[src/rtl/idm_pkg.sv]
package idm_pkg;
  localparam int BYTE_W     = 8;
  localparam int HALF_DEPTH = 128;
  localparam int HALF_AW    = $clog2(HALF_DEPTH);
  localparam int BANK_LSB   = 3;
  localparam logic [7:0] STATUS_ADDR   = 8'hD0;
  localparam logic [7:0] BIT_AREA_BASE = 8'h20;

  typedef enum logic [2:0] {
    OP_DIR_RD = 3'd0, OP_DIR_WR = 3'd1, OP_IND_RD = 3'd2, OP_IND_WR = 3'd3,
    OP_REG_RD = 3'd4, OP_REG_WR = 3'd5, OP_BIT_RD = 3'd6, OP_BIT_WR = 3'd7
  } op_e;

  typedef enum logic [1:0] {SP_LOWER = 2'd0, SP_UPPER = 2'd1, SP_SFR = 2'd2} space_e;

  // working register n of bank b sits at 8*b + n
  function automatic logic [7:0] reg_byte(input logic [1:0] bank, input logic [2:0] rn);
    return {3'b000, bank, rn};
  endfunction

  // byte holding a given bit address
  function automatic logic [7:0] bit_byte(input logic [7:0] ba);
    if (ba[7]) return {ba[7:3], 3'b000};
    return BIT_AREA_BASE + {4'b0000, ba[6:3]};
  endfunction

  function automatic logic [7:0] bit_merge(input logic [7:0] b, input logic [2:0] pos,
                                           input logic v);
    logic [7:0] r;
    r = b;
    r[pos] = v;
    return r;
  endfunction
endpackage

[src/rtl/idm_ram.sv]
module idm_ram #(
  parameter int DEPTH = 128,
  parameter int WIDTH = 8,
  parameter int N_RD  = 1,
  localparam int AW   = $clog2(DEPTH)
) (
  input  logic                        clk,
  input  logic                        rst_n,
  input  logic [N_RD-1:0][AW-1:0]     rd_addr,
  output logic [N_RD-1:0][WIDTH-1:0]  rd_data,
  input  logic                        wr_en,
  input  logic [AW-1:0]               wr_addr,
  input  logic [WIDTH-1:0]            wr_data
);
  logic [WIDTH-1:0] mem_q [DEPTH];

  always_ff @(posedge clk or negedge rst_n) begin
    if (!rst_n) begin
      for (int i = 0; i < DEPTH; i++) mem_q[i] <= '0;
    end else if (wr_en) begin
      mem_q[wr_addr] <= wr_data;
    end
  end

  generate
    for (genvar g = 0; g < N_RD; g++) begin : g_rd
      assign rd_data[g] = mem_q[rd_addr[g]];
    end
  endgenerate
endmodule

[src/rtl/idm_route.sv]
module idm_route
  import idm_pkg::*;
(
  input  op_e          op,
  input  logic [7:0]   addr,
  input  logic [1:0]   bank,
  input  logic [7:0]   ptr,
  output logic [6:0]   ptr_idx,
  output space_e       space,
  output logic [7:0]   byte_addr,
  output logic [2:0]   bit_pos,
  output logic         is_write,
  output logic         is_bit
);
  logic [7:0] ptr_full;

  always_comb begin
    ptr_full  = reg_byte(bank, {2'b00, addr[0]});
    ptr_idx   = ptr_full[6:0];
    is_write  = op inside {OP_DIR_WR, OP_IND_WR, OP_REG_WR, OP_BIT_WR};
    is_bit    = op inside {OP_BIT_RD, OP_BIT_WR};
    bit_pos   = addr[2:0];
    byte_addr = addr;
    space     = SP_LOWER;
    unique case (op)
      OP_DIR_RD, OP_DIR_WR: begin
        byte_addr = addr;
        space     = addr[7] ? SP_SFR : SP_LOWER;
      end
      OP_IND_RD, OP_IND_WR: begin
        byte_addr = ptr;
        space     = ptr[7] ? SP_UPPER : SP_LOWER;
      end
      OP_REG_RD, OP_REG_WR: begin
        byte_addr = reg_byte(bank, addr[2:0]);
        space     = SP_LOWER;
      end
      default: begin
        byte_addr = bit_byte(addr);
        space     = addr[7] ? SP_SFR : SP_LOWER;
      end
    endcase
  end
endmodule

[src/rtl/banked_data_ram.sv]
module banked_data_ram
  import idm_pkg::*;
(
  input  logic        clk,
  input  logic        rst_n,
  input  logic        req_valid,
  input  logic [2:0]  req_op,
  input  logic [7:0]  req_addr,
  input  logic [7:0]  req_wdata,
  input  logic        req_bit,
  output logic        busy,
  output logic        rd_valid,
  output logic [7:0]  rd_data,
  output logic        rd_bit,
  output logic [7:0]  sfr_addr,
  output logic        sfr_rd,
  output logic        sfr_wr,
  output logic [7:0]  sfr_wdata,
  input  logic [7:0]  sfr_rdata
);
  op_e op;
  assign op = op_e'(req_op);

  logic [1:0] bank_q;
  logic       busy_q;
  space_e     hold_space_q;
  logic [7:0] hold_addr_q, hold_byte_q;
  logic       rd_valid_q, rd_bit_q;
  logic [7:0] rd_data_q;

  // named internal events
  logic accept, plain_wr, bit_wr_start, read_acc;

  space_e     rt_space;
  logic [7:0] rt_byte;
  logic [6:0] rt_ptr_idx;
  logic [2:0] rt_bit_pos;
  logic       rt_is_write, rt_is_bit;

  logic [1:0][HALF_AW-1:0] lo_raddr;
  logic [1:0][BYTE_W-1:0]  lo_rdata;
  logic [0:0][HALF_AW-1:0] up_raddr;
  logic [0:0][BYTE_W-1:0]  up_rdata;
  logic                    lo_we, up_we;
  logic [HALF_AW-1:0]      wr_idx;
  logic [BYTE_W-1:0]       wr_byte;
  logic [7:0]              cur_byte;

  idm_route route_i (
    .op(op), .addr(req_addr), .bank(bank_q), .ptr(lo_rdata[1]),
    .ptr_idx(rt_ptr_idx), .space(rt_space), .byte_addr(rt_byte),
    .bit_pos(rt_bit_pos), .is_write(rt_is_write), .is_bit(rt_is_bit)
  );

  assign accept       = req_valid && !busy_q;
  assign plain_wr     = accept && rt_is_write && !rt_is_bit;
  assign bit_wr_start = accept && rt_is_write && rt_is_bit;
  assign read_acc     = accept && !rt_is_write;

  assign lo_raddr[0] = rt_byte[HALF_AW-1:0];
  assign lo_raddr[1] = rt_ptr_idx;
  assign up_raddr[0] = rt_byte[HALF_AW-1:0];

  assign wr_idx  = busy_q ? hold_addr_q[HALF_AW-1:0] : rt_byte[HALF_AW-1:0];
  assign wr_byte = busy_q ? hold_byte_q : req_wdata;
  assign lo_we   = (plain_wr && rt_space == SP_LOWER) || (busy_q && hold_space_q == SP_LOWER);
  assign up_we   = (plain_wr && rt_space == SP_UPPER) || (busy_q && hold_space_q == SP_UPPER);

  idm_ram #(.DEPTH(HALF_DEPTH), .WIDTH(BYTE_W), .N_RD(2)) lower_i (
    .clk(clk), .rst_n(rst_n), .rd_addr(lo_raddr), .rd_data(lo_rdata),
    .wr_en(lo_we), .wr_addr(wr_idx), .wr_data(wr_byte)
  );

  idm_ram #(.DEPTH(HALF_DEPTH), .WIDTH(BYTE_W), .N_RD(1)) upper_i (
    .clk(clk), .rst_n(rst_n), .rd_addr(up_raddr), .rd_data(up_rdata),
    .wr_en(up_we), .wr_addr(wr_idx), .wr_data(wr_byte)
  );

  assign sfr_wr    = (plain_wr && rt_space == SP_SFR) || (busy_q && hold_space_q == SP_SFR);
  assign sfr_rd    = accept && !plain_wr && rt_space == SP_SFR;
  assign sfr_addr  = busy_q ? hold_addr_q : rt_byte;
  assign sfr_wdata = wr_byte;

  always_comb begin
    unique case (rt_space)
      SP_UPPER: cur_byte = up_rdata[0];
      SP_SFR:   cur_byte = sfr_rdata;
      default:  cur_byte = lo_rdata[0];
    endcase
  end

  always_ff @(posedge clk or negedge rst_n) begin
    if (!rst_n) begin
      bank_q       <= '0;
      busy_q       <= 1'b0;
      hold_space_q <= SP_LOWER;
      hold_addr_q  <= '0;
      hold_byte_q  <= '0;
      rd_valid_q   <= 1'b0;
      rd_data_q    <= '0;
      rd_bit_q     <= 1'b0;
    end else begin
      busy_q     <= bit_wr_start;
      rd_valid_q <= read_acc;
      if (bit_wr_start) begin
        hold_space_q <= rt_space;
        hold_addr_q  <= rt_byte;
        hold_byte_q  <= bit_merge(cur_byte, rt_bit_pos, req_bit);
      end
      if (read_acc) begin
        rd_data_q <= cur_byte;
        rd_bit_q  <= cur_byte[rt_bit_pos];
      end
      if (sfr_wr && sfr_addr == STATUS_ADDR) bank_q <= sfr_wdata[BANK_LSB +: 2];
    end
  end

  assign busy     = busy_q;
  assign rd_valid = rd_valid_q;
  assign rd_data  = rd_data_q;
  assign rd_bit   = rd_bit_q;


  busy_single_chk: assert property (@(posedge clk) disable iff (!rst_n)
    busy_q |=> !busy_q);

  busy_cause_chk: assert property (@(posedge clk) disable iff (!rst_n)
    $rose(busy_q) |-> $past(req_valid && req_op == 3'd7));

  wb_one_bit_chk: assert property (@(posedge clk) disable iff (!rst_n)
    busy_q |-> ($countones(wr_byte ^ $past(cur_byte)) <= 1));

  bank_src_chk: assert property (@(posedge clk) disable iff (!rst_n)
    !$stable(bank_q) |-> $past(sfr_wr && sfr_addr == STATUS_ADDR));

  sfr_excl_chk: assert property (@(posedge clk) disable iff (!rst_n)
    !(sfr_wr && sfr_rd));

  rdv_cause_chk: assert property (@(posedge clk) disable iff (!rst_n)
    rd_valid_q |-> $past(req_valid && !busy_q && !req_op[0]));

  sfr_bit_align_chk: assert property (@(posedge clk) disable iff (!rst_n)
    (sfr_rd && rt_is_bit) |-> (sfr_addr[2:0] == 3'b000 && sfr_addr[7]));
endmodule

[config.mk]
export PLATFORM = sky130hd
export DESIGN_NAME = banked_data_ram
export DESIGN_NICKNAME = d
export VERILOG_FILES = /design/src/rtl/idm_pkg.sv /design/src/rtl/idm_ram.sv /design/src/rtl/idm_route.sv /design/src/rtl/banked_data_ram.sv
export SDC_FILE = /design/constraint.sdc
export NUM_CORES = 2
export LEC_CHECK = 0
export BUFFER_PORTS_ARGS = -buffer_cell sky130_fd_sc_hd__buf_2
export CAP_MARGIN = 20
export CORE_MARGIN = 1
export CORE_UTILIZATION = 66
export CTS_BUF_LIST = sky130_fd_sc_hd__clkbuf_8
export DETAILED_ROUTE_END_ITERATION = 6
export PLACE_DENSITY = 0.93
export SLEW_MARGIN = 25
export SYNTH_ARGS = -nofsm -noshare
export SYNTH_HDL_FRONTEND = slang
export SYNTH_SLANG_ARGS = --single-unit
[constraint.sdc]
create_clock -name clk -period 4.1 [get_ports clk]
set_input_delay 0.82 -clock clk [delete_from_list [all_inputs] [get_ports clk]]
set_output_delay 0.82 -clock clk [all_outputs]
set_load 0.005 [all_outputs]
==> summary.md, run 1 <==
| Metric | Value |
|---|---|
| Status | did not finish |
| Stage reached | 5_1_grt |
| Err | [ERROR GRT-0116] Global routing finished with congestion. Check the congestion regions in the DRC Viewer. |
| Num ports | 60 |
| Seq/Total Area, Yosys | 0.550 |
| Number of enable flip-flop cells after synthesis | 0 |
| GP Congestion | 1.13 |
| Vias in the first global route | 130000 |
| Root buffer cell | clkbuf_8 |
| GRT Resource Usage Total | 0.846 |
| Die height | 381 µm |
| Asr flop ratio synth | 1.00 |
| H-tree Lvls | 5 |
| Post-DP Area | 0.104 mm² |
| Syn Std Cell Area | 0.0946 mm² |
| Gr ovfl total | 2016 |
| Mapped Avg Cell Area | 8.71 µm² |
| Main synth FF type | dfrtp_1 |
| Clk buf depth | 4 |
| Placed wire-length estimate | 237000 µm |
| Starting Density | 0.666 |
| Placement Rows | 138 |
| Post-synth cell types | 90 |
| Num CTS Buffers | 335 |
| Post-Syn Nets | 10900 |
| Port bufs | 59 |
| First-pass GRT wire length | 902000 µm |
| Largest net degree at the start of global routing | 193 |
| Synthesized instance count | 10900 |
| Synthesis-stage register bit count | 2079 |
| CTS Sinks | 2079 |
| Die Width | 381 µm |
| YS warnings | 0 |
-- per-stage QoR --
stage               TNS [ps]  instances  worst slack (ps)  hold WS [ps]   util
detailed placement   -655940      13000             -1310           465  0.730
floorplan                  0      10900              1.25           441      -
global placement     -411160      13000             -1120           455  0.730
CTS                     -902      13600              -200           170  0.792
-- synthesized netlist by cell type, types with 14 or more instances --
| library cell | instances | area, µm² |
|---|---|---|
| nor2_1 | 1101 | 4130 |
| a211oi_1 | 44 | 330 |
| a32oi_1 | 73 | 639 |
| a311oi_1 | 25 | 219 |
| and2_1 | 23 | 144 |
| buf_2 | 227 | 1140 |
| o21ai_0 | 1192 | 5970 |
| o22ai_1 | 40 | 250 |
| a22oi_1 | 66 | 495 |
| nand2_1 | 2778 | 10400 |
| nor4_1 | 21 | 131 |
| a32o_1 | 37 | 370 |
| a22o_1 | 15 | 131 |
| buf_6 | 46 | 518 |
| a31oi_1 | 47 | 294 |
| buf_4 | 84 | 631 |
| mux2i_1 | 205 | 2050 |
| inv_1 | 18 | 67.6 |
| nand4_1 | 35 | 219 |
| clkbuf_1 | 521 | 1960 |
| mux4_2 | 17 | 383 |
| nor2_2 | 14 | 87.6 |
| nand3_1 | 482 | 2410 |
| dfrtp_1 | 2079 | 52000 |
| buf_1 | 14 | 52.6 |
| nor3_1 | 36 | 180 |
| a21oi_1 | 1277 | 6390 |
| and3_1 | 57 | 357 |
| a221oi_1 | 80 | 701 |
| mux2_2 | 14 | 158 |
-- repair_timing --
action / CTS
endpoints found under the setup margin: 384
gates resized for setup: 266
hold buffers: 1
hold endpoints to repair: 57
buffers inserted: 77
pin swaps: 48
cloned: 16
-- kinds of logic after synthesis --
kind of cell | synth area share
simple gates | 0.195
compound gates | 0.180
flops | 0.550
buf+inv | 0.0474
mux | 0.0277
fa+ha+maj | 0.000529
-- routing by layer --
| metal | GRT overflow | global-route usage |
|---|---|---|
| met1 | 264 | 0.808 |
| met2 | 813 | 0.919 |
| met3 | 320 | 0.833 |
| met4 | 577 | 0.820 |
| met5 | 42 | 0.739 |
==> run 2: changes to the inputs <==
CORE_UTILIZATION = 40   (was 66)
CTS_BUF_LIST = default   (was sky130_fd_sc_hd__clkbuf_8)
PLACE_DENSITY = default   (was 0.93)
PLACE_DENSITY_LB_ADDON = 0.15   (was default)
==> summary.md, run 2 <==
| Metric | Value |
|---|---|
| Failing checks | setup timing |
| Root buffer cell | clkbuf_16 |
| Startpoint types | flop |
| Fillers | 22000 |
| Post-synth cell types | 90 |
| Layout cells sized above 1 | 0.181 |
| DRT Wirelength | 387000 µm |
| Post-route DRC | 0 |
| Synthesized instance count | 10900 |
| Port bufs | 59 |
| Fin worst setup slack | -175 ps |
| Vias in the first global route | 81400 |
| Hold Crit Class | in2reg |
| Tmin final | 4270 ps |
| Num ports | 60 |
| Clk pwr share | 0.371 |
| Largest net degree at the start of global routing | 149 |
| Max cap viols | 0 |
| Peak VDD IR | 545 µV |
| Yosys top cell area share | 0.550 |
| Layout Nets | 11700 |
| TNS Setup | -922 ps |
| Gr ovfl total | 0 |
| Cells taking the most area after synthesis | dfrtp_1 (55%), nand2_1 (11%), a21oi_1 (6.8%), o21ai_0 (6.3%), nor2_1 (4.4%) |
| WL per Instance | 25.8 µm |
| Clk buf depth | 3 |
| Crit-path most repeated cell | buf_4 |
| GRT Resource Usage Total | 0.321 |
| Leakage power | 53.1 nW |
| Mapped Avg Cell Area | 8.71 µm² |
| Crit path cell chain | buf_6 -> nor2b_4 -> a21oi_4 -> buf_6 -> a31oi_4 -> buf_12 -> buf_16 -> buf_16 -> buf_4 -> nand2_1 -> nand3_1 -> a21oi_1 -> o32ai_2 -> a221o_1 -> o41a_1 -> nor3_2 -> buf_4 -> buf_4 -> a211oi_1 -> a21o_1 |
| Pwr/cell area | 474 mW/mm² |
| Seq/Total Area, Yosys | 0.550 |
| Top cells by count, synth | nand2_1 (2778), dfrtp_1 (2079), a21oi_1 (1277) |
| Post-Syn Nets | 10900 |
| YS warnings | 0 |
| Most frequent cell after synthesis | nand2_1 |
| H-tree Lvls | 4 |
| CTS Sinks | 2079 |
| Placed wire-length estimate | 263000 µm |
| Int Power | 38.8 mW |
| Num CTS Buffers | 226 |
| First-pass GRT wire length | 565000 µm |
| Final setup viols | 12 |
| Drt pass-1 iters | 6 |
| Die Width | 488 µm |
| Final Cycle Share | 1.04 |
| CP peak stage delay | 540 ps |
| DR iter-0 viols | 8657 |
| Antenna-violating nets left | 0 |
| Clk_lat worst skew | 910 ps |
| Peak Freq | 0.234 GHz |
| Initial antenna violation count | 16 |
| Top Registers | lower_i.mem_q x1024, upper_i.mem_q x1024 |
| Clk_skew | 49.4 ps |
| Critical Path Sink Type | flop |
| Reg2Reg Setup Slack | -170 ps |
| Routed vias/inst | 5.69 |
| Fin. max-slew vios | 0 |
| Sw Share | 0.313 |
| Placement Rows | 178 |
| Flop pwr share | 0.401 |
| Yosys top cell by area | dfrtp_1 |
| Combinational Power Share | 0.228 |
| Main synth FF type | dfrtp_1 |
| Area growth syn-to-layout | 26.3% |
| Status | finished, violations left |
| Fin util | 0.508 |
| Asr flop ratio synth | 1.00 |
| Clock transition at the registers of the reported paths | 60 ps |
| Crit-path max FO | 27 |
| TritonCTS clock tree | built |
| Core area | 0.235 mm² |
| Switching power | 17.7 mW |
| Synthesis-stage register bit count | 2079 |
| Starting Density | 0.402 |
| Syn Std Cell Area | 0.0946 mm² |
| Worst Path Arrival | 5080 ps |
| CP required | 4910 ps |
| Most common cell after layout, fill and taps aside | nand2_1 |
| Kind of critical path | reg2reg |
| Number of enable flip-flop cells after synthesis | 0 |
| Most frequent cells in the layout | nand2_1 (2765), dfrtp_1 (2076), a21oi_1 (1265) |
| DR vias | 85300 |
| CP max-delay cell | o32ai_2 |
| Die area | 0.238 mm² |
| GP Congestion | 0.961 |
| Final hold vios | 0 |
| RSZ-0062 raised after global routing | yes |
| Die height | 488 µm |
| Worst slew pin tran | 1100 ps |
| Rel. slew slack | 0.265 |
-- run 2: cell counts after synthesis --
Identical to the previous run, type by type.
-- run 2: timing repair --
| item | 4_1_cts | 5_1_grt |
|---|---|---|
| endpoints found under the hold margin | 36 | 0 |
| pin swaps | 60 | 63 |
| cloned | 13 | 6 |
| buffers inserted | 57 | 27 |
| hold buffers | 1 | 0 |
| endpoints found under the setup margin | 75 | 24 |
| gates resized for setup | 250 | 162 |
-- run 2: logic make-up (layout without fill, tap and decap cells) --
kind of cell / Yosys count / in the layout / share of synthesized area
compound gates: 3030 / 3030 / 0.180
simple gates: 4591 / 4591 / 0.195
fa+ha+maj: 4 / 4 / 0.000529
flops: 2079 / 2079 / 0.550
buf+inv: 921 / 1907 / 0.0474
mux: 237 / 237 / 0.0277
other cells: 0 / 5 / 0
-- run 2: worst max-delay path, delay by kind of cell, from the launching register on --
kind	cells	cell delay, ps
and+or+nand+nor	4	430
AOI/OAI and AO/OA	8	1890
DFF	1	470
buffers and inverters	8	1330
-- run 2: worst paths after layout --
path | cells past startpoint | start | end
min in group asynchronous | 2 | rst_n | lower_i.mem_q[876]
max | 20 | bank_q[0] | hold_byte_q[7]
max reg2reg | 20 | bank_q[0] | hold_byte_q[7]
min reg2reg | 2 | upper_i.mem_q[504] | upper_i.mem_q[504]
min | 3 | req_bit | hold_byte_q[3]
max in group asynchronous | 3 | rst_n | lower_i.mem_q[26]
-- run 2: area by class of cell --
cell class,count,area (µm²),share of cell area
repair buffers,1463,15900,0.133
flip-flops and latches,2079,52000,0.436
diodes,5,12.5,0.000105
inverters,23,91.3,0.000765
multi-input cells,7862,39800,0.334
well taps,3150,3940,0.0330
clock buffers,342,6680,0.0560
clock inverters,79,928,0.00777
-- run 2: power groups by stage --
stage          clock network [mW]  logic, mW  registers [mW]
2_1_floorplan                   0       5.24            22.7
4_1_cts                      21.3       12.4            22.6
6_report                     21.0       12.9            22.7
3_3_place_gp                    0       11.4            23.0
5_1_grt                      22.1       13.5            22.8
3_5_place_dp                    0       11.5            23.0
-- run 2: metrics by stage --
| stage | total power [mW] | hold slack (ps) | instances | cell area (µm²) | worst slack, ps |
|---|---|---|---|---|---|
| global route | 58.4 | 397 | 15000 | 119000 | -187 |
| detailed placement | 34.5 | 465 | 14500 | 109000 | -1680 |
| global placement | 34.4 | 455 | 14500 | 109000 | -1610 |
| floorplan | 27.9 | 441 | 10900 | 94600 | 1.25 |
| finish | 56.6 | 431 | 15000 | 119000 | -175 |
| CTS | 56.3 | 397 | 15000 | 118000 | -99.3 |
-- run 2: routing by layer --
layer  up-vias  part of all wire  global-route usage
li1      38700                 -                   -
met1     42400              0.42               0.437
met2      3353              0.45               0.496
met3       834             0.076              0.0593
met4        12             0.051               0.146
met5         -           0.00021                   0
Note: power is estimated with default switching activity, not from simulation.
